## src/rtl/mul_pkg.sv

```systemverilog
// Package: shared types for the shift-add multiplier.
// Assumes nothing beyond a two-state sequencer.
package mul_pkg;
    typedef enum logic {
        ST_IDLE = 1'b0,
        ST_RUN  = 1'b1
    } mul_state_t;
endpackage

```

## src/rtl/mul_adder.sv

```systemverilog
// Module: mul_adder
// Adds an optionally gated W-bit addend to a W-bit value and returns the
// W+1-bit sum, with the carry as the top bit. Purely combinational.
module mul_adder #(
    parameter int W = 32
) (
    input  logic [W-1:0] acc_hi,
    input  logic [W-1:0] addend,
    input  logic         add_en,
    output logic [W:0]   sum
);
    // gated addition: when add_en is low the addend contributes zero
    always_comb begin
        sum = {1'b0, acc_hi} + {1'b0, (add_en ? addend : {W{1'b0}})};
    end
endmodule

```

## src/rtl/mul_ctrl.sv

```systemverilog
// Module: mul_ctrl
// Sequencer: accepts a start only when idle, counts exactly W iteration
// cycles and pulses done once. Assumes start is sampled synchronously.
module mul_ctrl
    import mul_pkg::*;
#(
    parameter int W = 32
) (
    input  logic clk,
    input  logic rst_n,
    input  logic start,
    output logic load,
    output logic step,
    output logic busy,
    output logic done
);
    localparam int CNT_W = (W > 2) ? $clog2(W) : 1;
    localparam logic [CNT_W-1:0] LAST = CNT_W'(W - 1);

    mul_state_t       state;
    logic [CNT_W-1:0] iter;

    // decode of the current state into datapath strobes
    always_comb begin
        busy = (state == ST_RUN);
        step = busy;
        load = (state == ST_IDLE) && start;
    end

    // state, iteration counter and done pulse
    always_ff @(posedge clk) begin
        if (!rst_n) begin
            state <= ST_IDLE;
            iter  <= '0;
            done  <= 1'b0;
        end else begin
            done <= 1'b0;
            case (state)
                ST_IDLE: begin
                    if (start) begin
                        state <= ST_RUN;
                        iter  <= '0;
                    end
                end
                ST_RUN: begin
                    if (iter == LAST) begin
                        state <= ST_IDLE;
                        done  <= 1'b1;
                    end else begin
                        iter <= iter + 1'b1;
                    end
                end
                default: state <= ST_IDLE;
            endcase
        end
    end
endmodule

```

## src/rtl/mul_datapath.sv

```systemverilog
// Module: mul_datapath
// Holds the fixed multiplicand and the 2W-bit accumulator whose low half
// starts as the multiplier. One conditional add plus right shift per step.
module mul_datapath #(
    parameter int W = 32
) (
    input  logic           clk,
    input  logic           rst_n,
    input  logic           load,
    input  logic           step,
    input  logic [W-1:0]   mcand_in,
    input  logic [W-1:0]   mplier_in,
    output logic [2*W-1:0] acc
);
    logic [W-1:0] mcand_q;
    logic [W:0]   sum;

    mul_adder #(.W(W)) u_add (
        .acc_hi (acc[2*W-1:W]),
        .addend (mcand_q),
        .add_en (acc[0]),
        .sum    (sum)
    );

    // operand capture and accumulate-then-shift register update
    always_ff @(posedge clk) begin
        if (!rst_n) begin
            mcand_q <= '0;
            acc     <= '0;
        end else if (load) begin
            mcand_q <= mcand_in;
            acc     <= {{W{1'b0}}, mplier_in};
        end else if (step) begin
            acc <= {sum, acc[W-1:1]};
        end
    end
endmodule

```

## src/rtl/shift_add_mult.sv

```systemverilog
// Module: shift_add_mult (top)
// Unsigned W x W multi-cycle multiplier giving a 2W-bit product after W
// iteration cycles. Assumes start is ignored while busy; no overflow flag.
module shift_add_mult #(
    parameter int W = 32
) (
    input  logic           clk,
    input  logic           rst_n,
    input  logic           start,
    input  logic [W-1:0]   mcand_in,
    input  logic [W-1:0]   mplier_in,
    output logic           busy,
    output logic           done,
    output logic [2*W-1:0] product
);
    logic load;
    logic step;

    mul_ctrl #(.W(W)) u_ctrl (
        .clk   (clk),
        .rst_n (rst_n),
        .start (start),
        .load  (load),
        .step  (step),
        .busy  (busy),
        .done  (done)
    );

    mul_datapath #(.W(W)) u_dp (
        .clk       (clk),
        .rst_n     (rst_n),
        .load      (load),
        .step      (step),
        .mcand_in  (mcand_in),
        .mplier_in (mplier_in),
        .acc       (product)
    );
endmodule

```

## config.mk

```make
export PLATFORM = sky130hd
export DESIGN_NAME = shift_add_mult
export DESIGN_NICKNAME = d
export VERILOG_FILES = /design/src/rtl/mul_pkg.sv /design/src/rtl/mul_adder.sv /design/src/rtl/mul_ctrl.sv /design/src/rtl/mul_datapath.sv /design/src/rtl/shift_add_mult.sv
export SDC_FILE = /design/constraint.sdc
export NUM_CORES = 1
export LEC_CHECK = 0
export ABC_AREA = 1
export BUFFER_PORTS_ARGS = -buffer_cell sky130_fd_sc_hd__buf_2
export CAP_MARGIN = 10
export CORE_MARGIN = 1
export CORE_UTILIZATION = 55
export CTS_CLUSTER_DIAMETER = 100
export DETAILED_ROUTE_END_ITERATION = 8
export PLACE_DENSITY = 0.83
export SLEW_MARGIN = 20
export SYNTH_ARGS = -nofsm -noshare
export SYNTH_HDL_FRONTEND = slang
export SYNTH_SLANG_ARGS = --single-unit
```

## constraint.sdc

```tcl
create_clock -name clk -period 4.56 [get_ports clk]
set_input_delay 0.912 -clock clk [delete_from_list [all_inputs] [get_ports clk]]
set_output_delay 0.912 -clock clk [all_outputs]
set_load 0.03 [all_outputs]
```

==> impl_metrics.tcl, run 1 <==
set metrics [dict create \
    routed-via-count 7019 \
    clk_path_buf_depth 2 \
    critPathArrivalTime_ps 3050 \
    critical_path_required_ps 4820 \
    synth-edff-count 0 \
    postCtsSetupRepairBufs 0 \
    drt_iter0_drc 371 \
    rsz0062_at_grt "no" \
    clk_latency_ps 360 \
    p_per_area_nw_per_um2 280.6 \
    multi_input_area_um2 3697 \
    antenna_found_initial 0 \
    synthArstFlopShare_pct 0 \
    drt-total-wl_um 17990 \
    n_antenna_cell 0 \
    hp-class "flop to flop" \
    yosys_warnings 0 \
    synth.distinct_cells 34 \
    synth-compound-area-share_pct 10.10 \
    use_met3_pct 6.908 \
    ys.flop_type "dfxtp_1" \
    end_kind "flop" \
    die_height_um 113.8 \
    ant_nets 0 \
    yosys-mux-area-fraction_pct 0 \
    syn_nets 1251 \
    port_buffers 132 \
    path_class "flop to flop" \
    fin_crit_sh_pct 61.13 \
    leakage_nw 4.902 \
    drc 0 \
    n_fill_cell 1182 \
    gp_congestion 0.9177 \
    whs_ps 470.3 \
    yosys.area_share.simple_pct 35.41 \
    ioPinCount 133 \
    dieArea_um2 12950 \
    synth_cells 1149 \
    cts_buffers 9 \
    avgRoutedWirePerCell_um 12.59 \
    cts-resized-gates 0 \
    critPathMaxFanout 22 \
    viasPerCell 4.912 \
    outcome "complete, no violations" \
    synth.avg_cell_area_um2 5.984 \
    core.rowCount 40 \
    clkSlewWorstSetupHoldPaths_ps 70 \
    finClkSkew_ps 9.347 \
    critPathLaunchType "flop" \
    synthTopCellsByArea "dfxtp_1 (30%), nand2_1 (18%), inv_1 (13%)" \
    worst_slew_pin_slew_ps 986.5 \
    fin_setup_tns_ps 0 \
    first_pass_iters 5 \
    vdd_drop_max_v 0.0002704 \
    final-setup-viol-count 0 \
    maxSlewViolCount 0 \
    grt.total_usage_pct 29.60 \
    fmax_mhz 358.7 \
    grt_overflow 0 \
    slew_headroom_pct 34.16 \
    core_area_um2 12110 \
    synth_top_area_share_pct 29.99 \
    grt_pass1_vias 6560 \
    cts_tree "built" \
    synthToLayoutAreaGrowth_pct 14.78 \
    synth_top_area_cell "dfxtp_1" \
    fin_nets 1359 \
    dp_cells 1414 \
    initial_core_util_pct 56.77 \
    netlist_area_um2 6875 \
    period_needed_ps 2788 \
    drive_gt1_share_pct 15.62 \
    ctsHtreeMaxLevel 3 \
    clock_sinks 103 \
    maxCapViolations 0 \
    die_w_um 113.8 \
    hpwl_um 13430 \
    final-hold-violation-count 0 \
    grt_first_pass_wirelength_um 30470 \
    final-instance-count-excl-fill 1429 \
    yosys.area_share.adder_pct 6.479 \
    grt_max_degree 67 \
    clock-root-buffer "clkbuf_16" \
    synth.most_common_cell "nand2_1" \
    synth_xor_area_share_pct 1.783 \
    regArea_um2 2063 \
    seq_area_frac_synth_pct 29.99 \
    grt_util_met2_pct 49.15 \
    gr-max-usage-layer "met2" \
    synth_top_family_by_area "simple AND/OR/NAND/NOR gates" \
    synth-seq-cells 103 \
    hold_buffers 0 \
    synthTopCellsByCount "nand2_1 (325), inv_1 (236), nor2_1 (170)" \
    grt_use_met1_pct 37.04 \
]
-- path summary, 6_finish.rpt --
| path | start | end | slack, ps | depth (start not counted) |
|---|---|---|---|---|
| max | u_dp.acc[0] | u_dp.acc[51] | 1770 | 14 |
| min reg2reg | u_ctrl.iter[3] | u_ctrl.iter[3] | 470 | 1 |
| min | u_ctrl.iter[3] | u_ctrl.iter[3] | 470 | 1 |
| max reg2reg | u_dp.acc[0] | u_dp.acc[51] | 1770 | 14 |
-- layout make-up --
cell class | instances | share of cell area [%]
Timing Repair Buffer | 137 | 8.847
Inverter | 247 | 11.75
Sequential cell | 103 | 26.15
Clock inverter | 5 | 0.8403
Clock buffer | 10 | 2.902
Multi-Input combinational cell | 759 | 46.85
Tap cell | 168 | 2.664
-- report_power, final --
group	internal [W]	switching, W
registers	0.000960	0.0000450
clock network	0.000430	0.000371
logic	0.000133	0.000275
total	0.00152	0.000691
-- cell usage in the layout, fill, tap and decap left out, drive strengths merged, types with 14 or more instances in the layout --
| master | netlist | routed |
|---|---|---|
| o221ai | 14 | 14 |
| a21oi | 27 | 27 |
| o21ai | 66 | 66 |
| ha | 34 | 34 |
| nand2 | 342 | 342 |
| buf | 19 | 137 |
| nand3 | 60 | 60 |
| inv | 246 | 248 |
| nor2 | 178 | 178 |
| dfxtp | 103 | 103 |
-- worst max-delay path, cell delays in order (launching register included) --
cell and delay (ps):
dfxtp_1 850, buf_4 330, nand2_1 80, inv_1 70, ha_1 270, nand2_1 150, inv_2 50, a21oi_1 240
nand3_2 180, nand3_1 130, nand2_1 60, nand2_1 50, nand3_1 80, nand2_1 100, inv_1 40
-- per-stage QoR --
stage / total power (W) / worst slack, ps / utilization (%) / instance area, um^2
after detailed placement: 0.001430 / 1676 / 62.72 / 7596
after floorplan: 0.001313 / 2370 / - / 6875
after CTS: 0.002224 / 1784 / 65.16 / 7891
final: 0.002214 / 1772 / 65.16 / 7891
after global routing: 0.002316 / 1506 / 65.16 / 7891
after global placement: 0.001423 / 1733 / 62.72 / 7596
-- metal layers --
layer	part of all wire (%)	vias up
met2	45	212
met3	6.5	39
met5	0	-
met1	45	3094
li1	-	3674
met4	3.0	0
-- state kept, by name (all words and copies together) (netlist names) --
signal,count
u_ctrl.busy,1
u_ctrl.done,1
u_ctrl.iter,5
u_dp.acc,64
u_dp.mcand_q,32
-- logic make-up (layout without fill, tap and decap cells) --
kind of cell             Yosys count  in the layout
AND/OR/NAND/NOR                  589            589
adder cells (fa/ha/maj)           35             35
XOR/XNOR                          14             14
buffers and inverters            287            399
flip-flops                       103            103
AO/OA/AOI/OAI                    121            121
No activity file was read; power rests on OpenSTA's default activity.
==> run 2, diff against run 1 <==
Settings changed: CORE_UTILIZATION 55 to 51, PLACE_DENSITY 0.83 to 0.81.
Clock period 4.56 ns to 2.5 ns, I/O delays scaled along.
==> impl_metrics.tcl, run 2 (same netlist as run 1, synthesis figures left out) <==
set metrics [dict create \
    largest_register "u_dp.acc" \
    critPathArrivalTime_ps 2560 \
    critPathTopFamily "simple AND/OR/NAND/NOR gates" \
    slew_headroom_pct 55.55 \
    critPathLaunchType "flop" \
    end_kind "flop" \
    die_height_um 118.1 \
    slowest_stage "ha_1" \
    fin_crit_sh_pct 91.78 \
    whs_ps 355.7 \
    antenna_found_initial 0 \
    initial_core_util_pct 52.12 \
    clk_latency_ps 360 \
    leakage_nw 4.944 \
    crit_top_cell "nand2_1" \
    clock-root-buffer "clkbuf_16" \
    postCtsSetupRepairBufs 0 \
    critical_path_required_ps 2770 \
    cts-resized-gates 0 \
    reg.largest.list "u_dp.acc: 64 flops, u_dp.mcand_q: 32 flops, u_ctrl.iter: 5 flops" \
    fmax_mhz 435.8 \
    clock_sinks 103 \
    path_class "flop to flop" \
    finClkSkew_ps 8.518 \
    routed-via-count 7078 \
    hp-class "input pin to flop" \
    ctsHtreeMaxLevel 3 \
    hpwl_um 14010 \
    drc 0 \
    maxCapViolations 0 \
    final-setup-viol-count 0 \
    final_common_cell "nand2_1" \
    drt_iter0_drc 495 \
    n_antenna_cell 0 \
    fin_setup_tns_ps 0 \
    grt_overflow 0 \
    drive_gt1_share_pct 16.38 \
    port_buffers 132 \
    synthToLayoutAreaGrowth_pct 16.01 \
    fin_nets 1367 \
    largest_reg_flops 64 \
    maxSlewViolCount 0 \
    cp_num_buf_inv 3 \
    critPathMaxFanout 34 \
    avgRoutedWirePerCell_um 12.79 \
    viasPerCell 4.895 \
    drt-total-wl_um 18490 \
    rsz0062_at_grt "no" \
    dieArea_um2 13950 \
    ant_nets 0 \
    n_fill_cell 1279 \
    period_needed_ps 2295 \
    grt_max_degree 66 \
    grt_first_pass_wirelength_um 30620 \
    final_cell_mix "nand2_1 (325), inv_1 (236), nor2_1 (170)" \
    p_per_area_nw_per_um2 508.2 \
    path_cells "buf_12 > nand2_1 > inv_1 > ha_1 > nand2_2 > nor2_1 > nand3_1 > nand3_2 > nand2_1 > nand4_1 > nand3_1 > nand2_1 > inv_1" \
    clk_path_buf_depth 2 \
    vdd_drop_max_v 0.0004631 \
    first_pass_iters 5 \
    hold_buffers 0 \
    critPathMaxStageDelay_ps 390 \
    die_w_um 118.1 \
    gp_congestion 0.9227 \
    clkSlewWorstSetupHoldPaths_ps 70 \
    ioPinCount 133 \
    worst_slew_pin_slew_ps 665.2 \
    cts_tree "built" \
    outcome "complete, no violations" \
    cts_buffers 9 \
    grt.total_usage_pct 27.14 \
    core.rowCount 42 \
    final-hold-violation-count 0 \
    core_area_um2 13190 \
    grt_pass1_vias 6485 \
]
[run 2: changes by cell type in the layout (fill, tap and decap cells not counted), sizes merged]
| cell | change |
|---|---|
| clkinv | -1 |
| buf | +8 |
| inv | +3 |
| bufinv | -1 |
[run 2: cell type report]
cell class / count / area, um^2 / share of cell area [%]
well taps: 176 / 220.2 / 2.761
clock buffers: 10 / 239.0 / 2.996
clock inverters: 6 / 56.30 / 0.7059
flip-flops and latches: 103 / 2063 / 25.87
inverters: 247 / 927.1 / 11.62
multi-input cells: 759 / 3700 / 46.38
repair buffers: 145 / 770.7 / 9.663
[run 2: metal layers]
metal,wire [um],vias up,global-route usage [%],part of all wire (%)
met5,0,-,0,0
met4,246,0,6.571,1.3
met3,1508,17,7.752,8.2
met2,8400,218,45.04,45
met1,8333,3143,34.55,45
li1,-,3700,-,-
[run 2: worst paths after layout]
kind / endpoint / slack, ps / depth (start not counted) / start
worst max-delay path: u_dp.acc[56] / 210 / 13 / u_dp.acc[0]
worst min-delay path: u_dp.mcand_q[9] / 360 / 3 / mcand_in[9]
worst max register to register: u_dp.acc[56] / 210 / 13 / u_dp.acc[0]
worst min register to register: u_ctrl.iter[4] / 480 / 2 / u_ctrl.iter[4]
[run 2: power by group]
group	switching [W]	internal [W]
combinational	0.000520	0.000259
sequential	0.0000813	0.00175
clock	0.000714	0.000729
[run 2: per-stage QoR]
step                cell area, um^2  util, %  instances  total power [W]  setup slack, ps
finish                         7976    60.47       1446         0.004053            205.4
global placement               7679    58.21       1430         0.002629            314.1
floorplan                      6875        -       1149         0.002394            310.4
CTS                            7974    60.45       1446         0.004070            271.5
detailed placement             7679    58.21       1430         0.002640            304.8
global route                   7976    60.47       1446         0.004231            64.22
[run 2: worst register-to-register path, stage by stage (launching register included)]
cell,delay (ps)
dfxtp_1,330
buf_12,170
nand2_1,90
inv_1,40
ha_1,390
nand2_2,150
nor2_1,250
nand3_1,220
nand3_2,190
nand2_1,100
nand4_1,90
nand3_1,80
nand2_1,80
inv_1,30
==> run 3, diff against run 2 <==
Settings changed: CORE_MARGIN 1 to 2.
==> impl_metrics.tcl, run 3 (same netlist as run 1, synthesis figures left out) <==
set metrics [dict create \
    finClkSkew_ps 9.657 \
    final-hold-violation-count 0 \
    switchingPower_w 0.001286 \
    final_common_cell "nand2_1" \
    n_antenna_cell 0 \
    final_cell_mix "nand2_1 (325), inv_1 (236), nor2_1 (170)" \
    clkSlewWorstSetupHoldPaths_ps 70 \
    internal-power_w 0.002727 \
    fin_nets 1367 \
    grt_max_degree 66 \
    fin_setup_tns_ps 0 \
    ctsHtreeMaxLevel 3 \
    viasPerCell 4.916 \
    p_clk_share_pct 35.0 \
    largest_register "u_dp.acc" \
    drt_iter0_drc 445 \
    slew_headroom_pct 55.29 \
    gp_congestion 0.9659 \
    port_buffers 132 \
    hpwl_um 14080 \
    vdd_drop_max_v 0.0004791 \
    outcome "complete, no violations" \
    p_total_w 0.004012 \
    pwr-share-seq_pct 45.7 \
    p_per_area_nw_per_um2 503.6 \
    critPathArrivalTime_ps 2510 \
    largest_reg_flops 64 \
    ant_nets 0 \
    grt_first_pass_wirelength_um 30870 \
    dieArea_um2 14430 \
    drc 0 \
    p_comb_share_pct 19.3 \
    reg2reg_from "u_dp.acc[0]" \
    path_class "flop to flop" \
    cts-resized-gates 0 \
    grt_pass1_vias 6551 \
    cts_buffers 9 \
    hold_buffers 0 \
    reg2regPathDepth 15 \
    worst_slew_pin_slew_ps 669.0 \
    hp-class "input pin to flop" \
    core.rowCount 42 \
    clock-root-buffer "clkbuf_16" \
    period_needed_ps 2244 \
    critPathMaxFanout 34 \
    synthToLayoutAreaGrowth_pct 15.89 \
    final-setup-viol-count 0 \
    clk_path_buf_depth 2 \
    clk_latency_ps 360 \
    core_area_um2 13190 \
    crit_path_end "u_dp.acc[55]" \
    grt.total_usage_pct 26.54 \
    initial_core_util_pct 52.12 \
    rsz0062_at_grt "no" \
    avgRoutedWirePerCell_um 12.66 \
    ioPinCount 133 \
    grt_overflow 0 \
    startpoint "u_dp.acc[0]" \
    leakage_nw 4.943 \
    cts_tree "built" \
    die_height_um 120.1 \
    critPathLaunchType "flop" \
    reg.largest.list "u_dp.acc: 64 flops, u_dp.mcand_q: 32 flops, u_ctrl.iter: 5 flops" \
    die_w_um 120.1 \
    drt-total-wl_um 18300 \
    maxSlewViolCount 0 \
    routed-via-count 7109 \
    critical_path_required_ps 2770 \
    maxCapViolations 0 \
    switching_share_pct 32.04 \
    end_kind "flop" \
    fmax_mhz 445.7 \
    drive_gt1_share_pct 16.30 \
    fin_crit_sh_pct 89.75 \
    r2r_end "u_dp.acc[55]" \
    postCtsSetupRepairBufs 0 \
    r2r_slack_ps 260 \
    first_pass_iters 6 \
    clock_sinks 103 \
    antenna_found_initial 0 \
]
## run 3: how the worst min path moves through the flow
stage / startpoint / to / cells after the start
6_report: mcand_in[5] / u_dp.mcand_q[5] / 3
5_1_grt: mcand_in[27] / u_dp.mcand_q[27] / 3
4_1_cts: mcand_in[5] / u_dp.mcand_q[5] / 3
3_5_place_dp: u_ctrl.iter[3] / u_ctrl.iter[3] / 1
3_3_place_gp: u_ctrl.iter[4] / u_ctrl.iter[4] / 2
2_1_floorplan: u_ctrl.iter[3] / u_ctrl.iter[3] / 1
## run 3: final cells by class
| class | instances | area, um^2 |
|---|---|---|
| Inverter | 247 | 927.1 |
| Timing Repair Buffer | 145 | 770.7 |
| Clock inverter | 6 | 50.05 |
| Clock buffer | 10 | 239.0 |
| Fill cell | 1269 | 5223 |
| Multi-Input combinational cell | 759 | 3697 |
| Sequential cell | 103 | 2063 |
| Tap cell | 176 | 220.2 |
## run 3: through the flow
step	cell area, um^2	worst slack, ps	util, %	hold WS, ps	cells
2_1_floorplan	6875	310.4	-	436.7	1149
3_3_place_gp	7679	330.8	58.21	452.3	1430
3_5_place_dp	7679	287.2	58.21	466.8	1430
4_1_cts	7968	279.3	60.41	354.6	1446
5_1_grt	7968	16.23	60.41	363.5	1446
6_report	7968	256.2	60.41	359.4	1446
## run 3: power groups by stage
| stage | Combinational [W] | Sequential [W] | Clock [W] |
|---|---|---|---|
| after floorplan | 0.000428 | 0.00197 | 0 |
| after global placement | 0.000761 | 0.00187 | 0 |
| after detailed placement | 0.000772 | 0.00187 | 0 |
| after CTS | 0.000776 | 0.00183 | 0.00143 |
| after global routing | 0.000870 | 0.00184 | 0.00149 |
| final | 0.000774 | 0.00183 | 0.00141 |
## run 3: worst max-delay path, cell delays in order (launching register included)
cell and delay (ps):
dfxtp_1 330, buf_12 170, nand2_1 70, inv_1 40
ha_1 220, fa_1 450, nand3_1 110, nand3_1 120
nand2_1 100, nand2_2 70, nand3_1 110, nand3_1 120
nand2_1 80, nand3_1 60, nand2_1 70, inv_1 30
## run 3: metal layers
layer,up-vias,track usage [%],part of all wire [%]
li1,3686,-,-
met1,3153,34.68,45
met2,245,42.54,45
met3,25,7.414,8.8
met4,0,8.088,1.7
met5,-,0,0
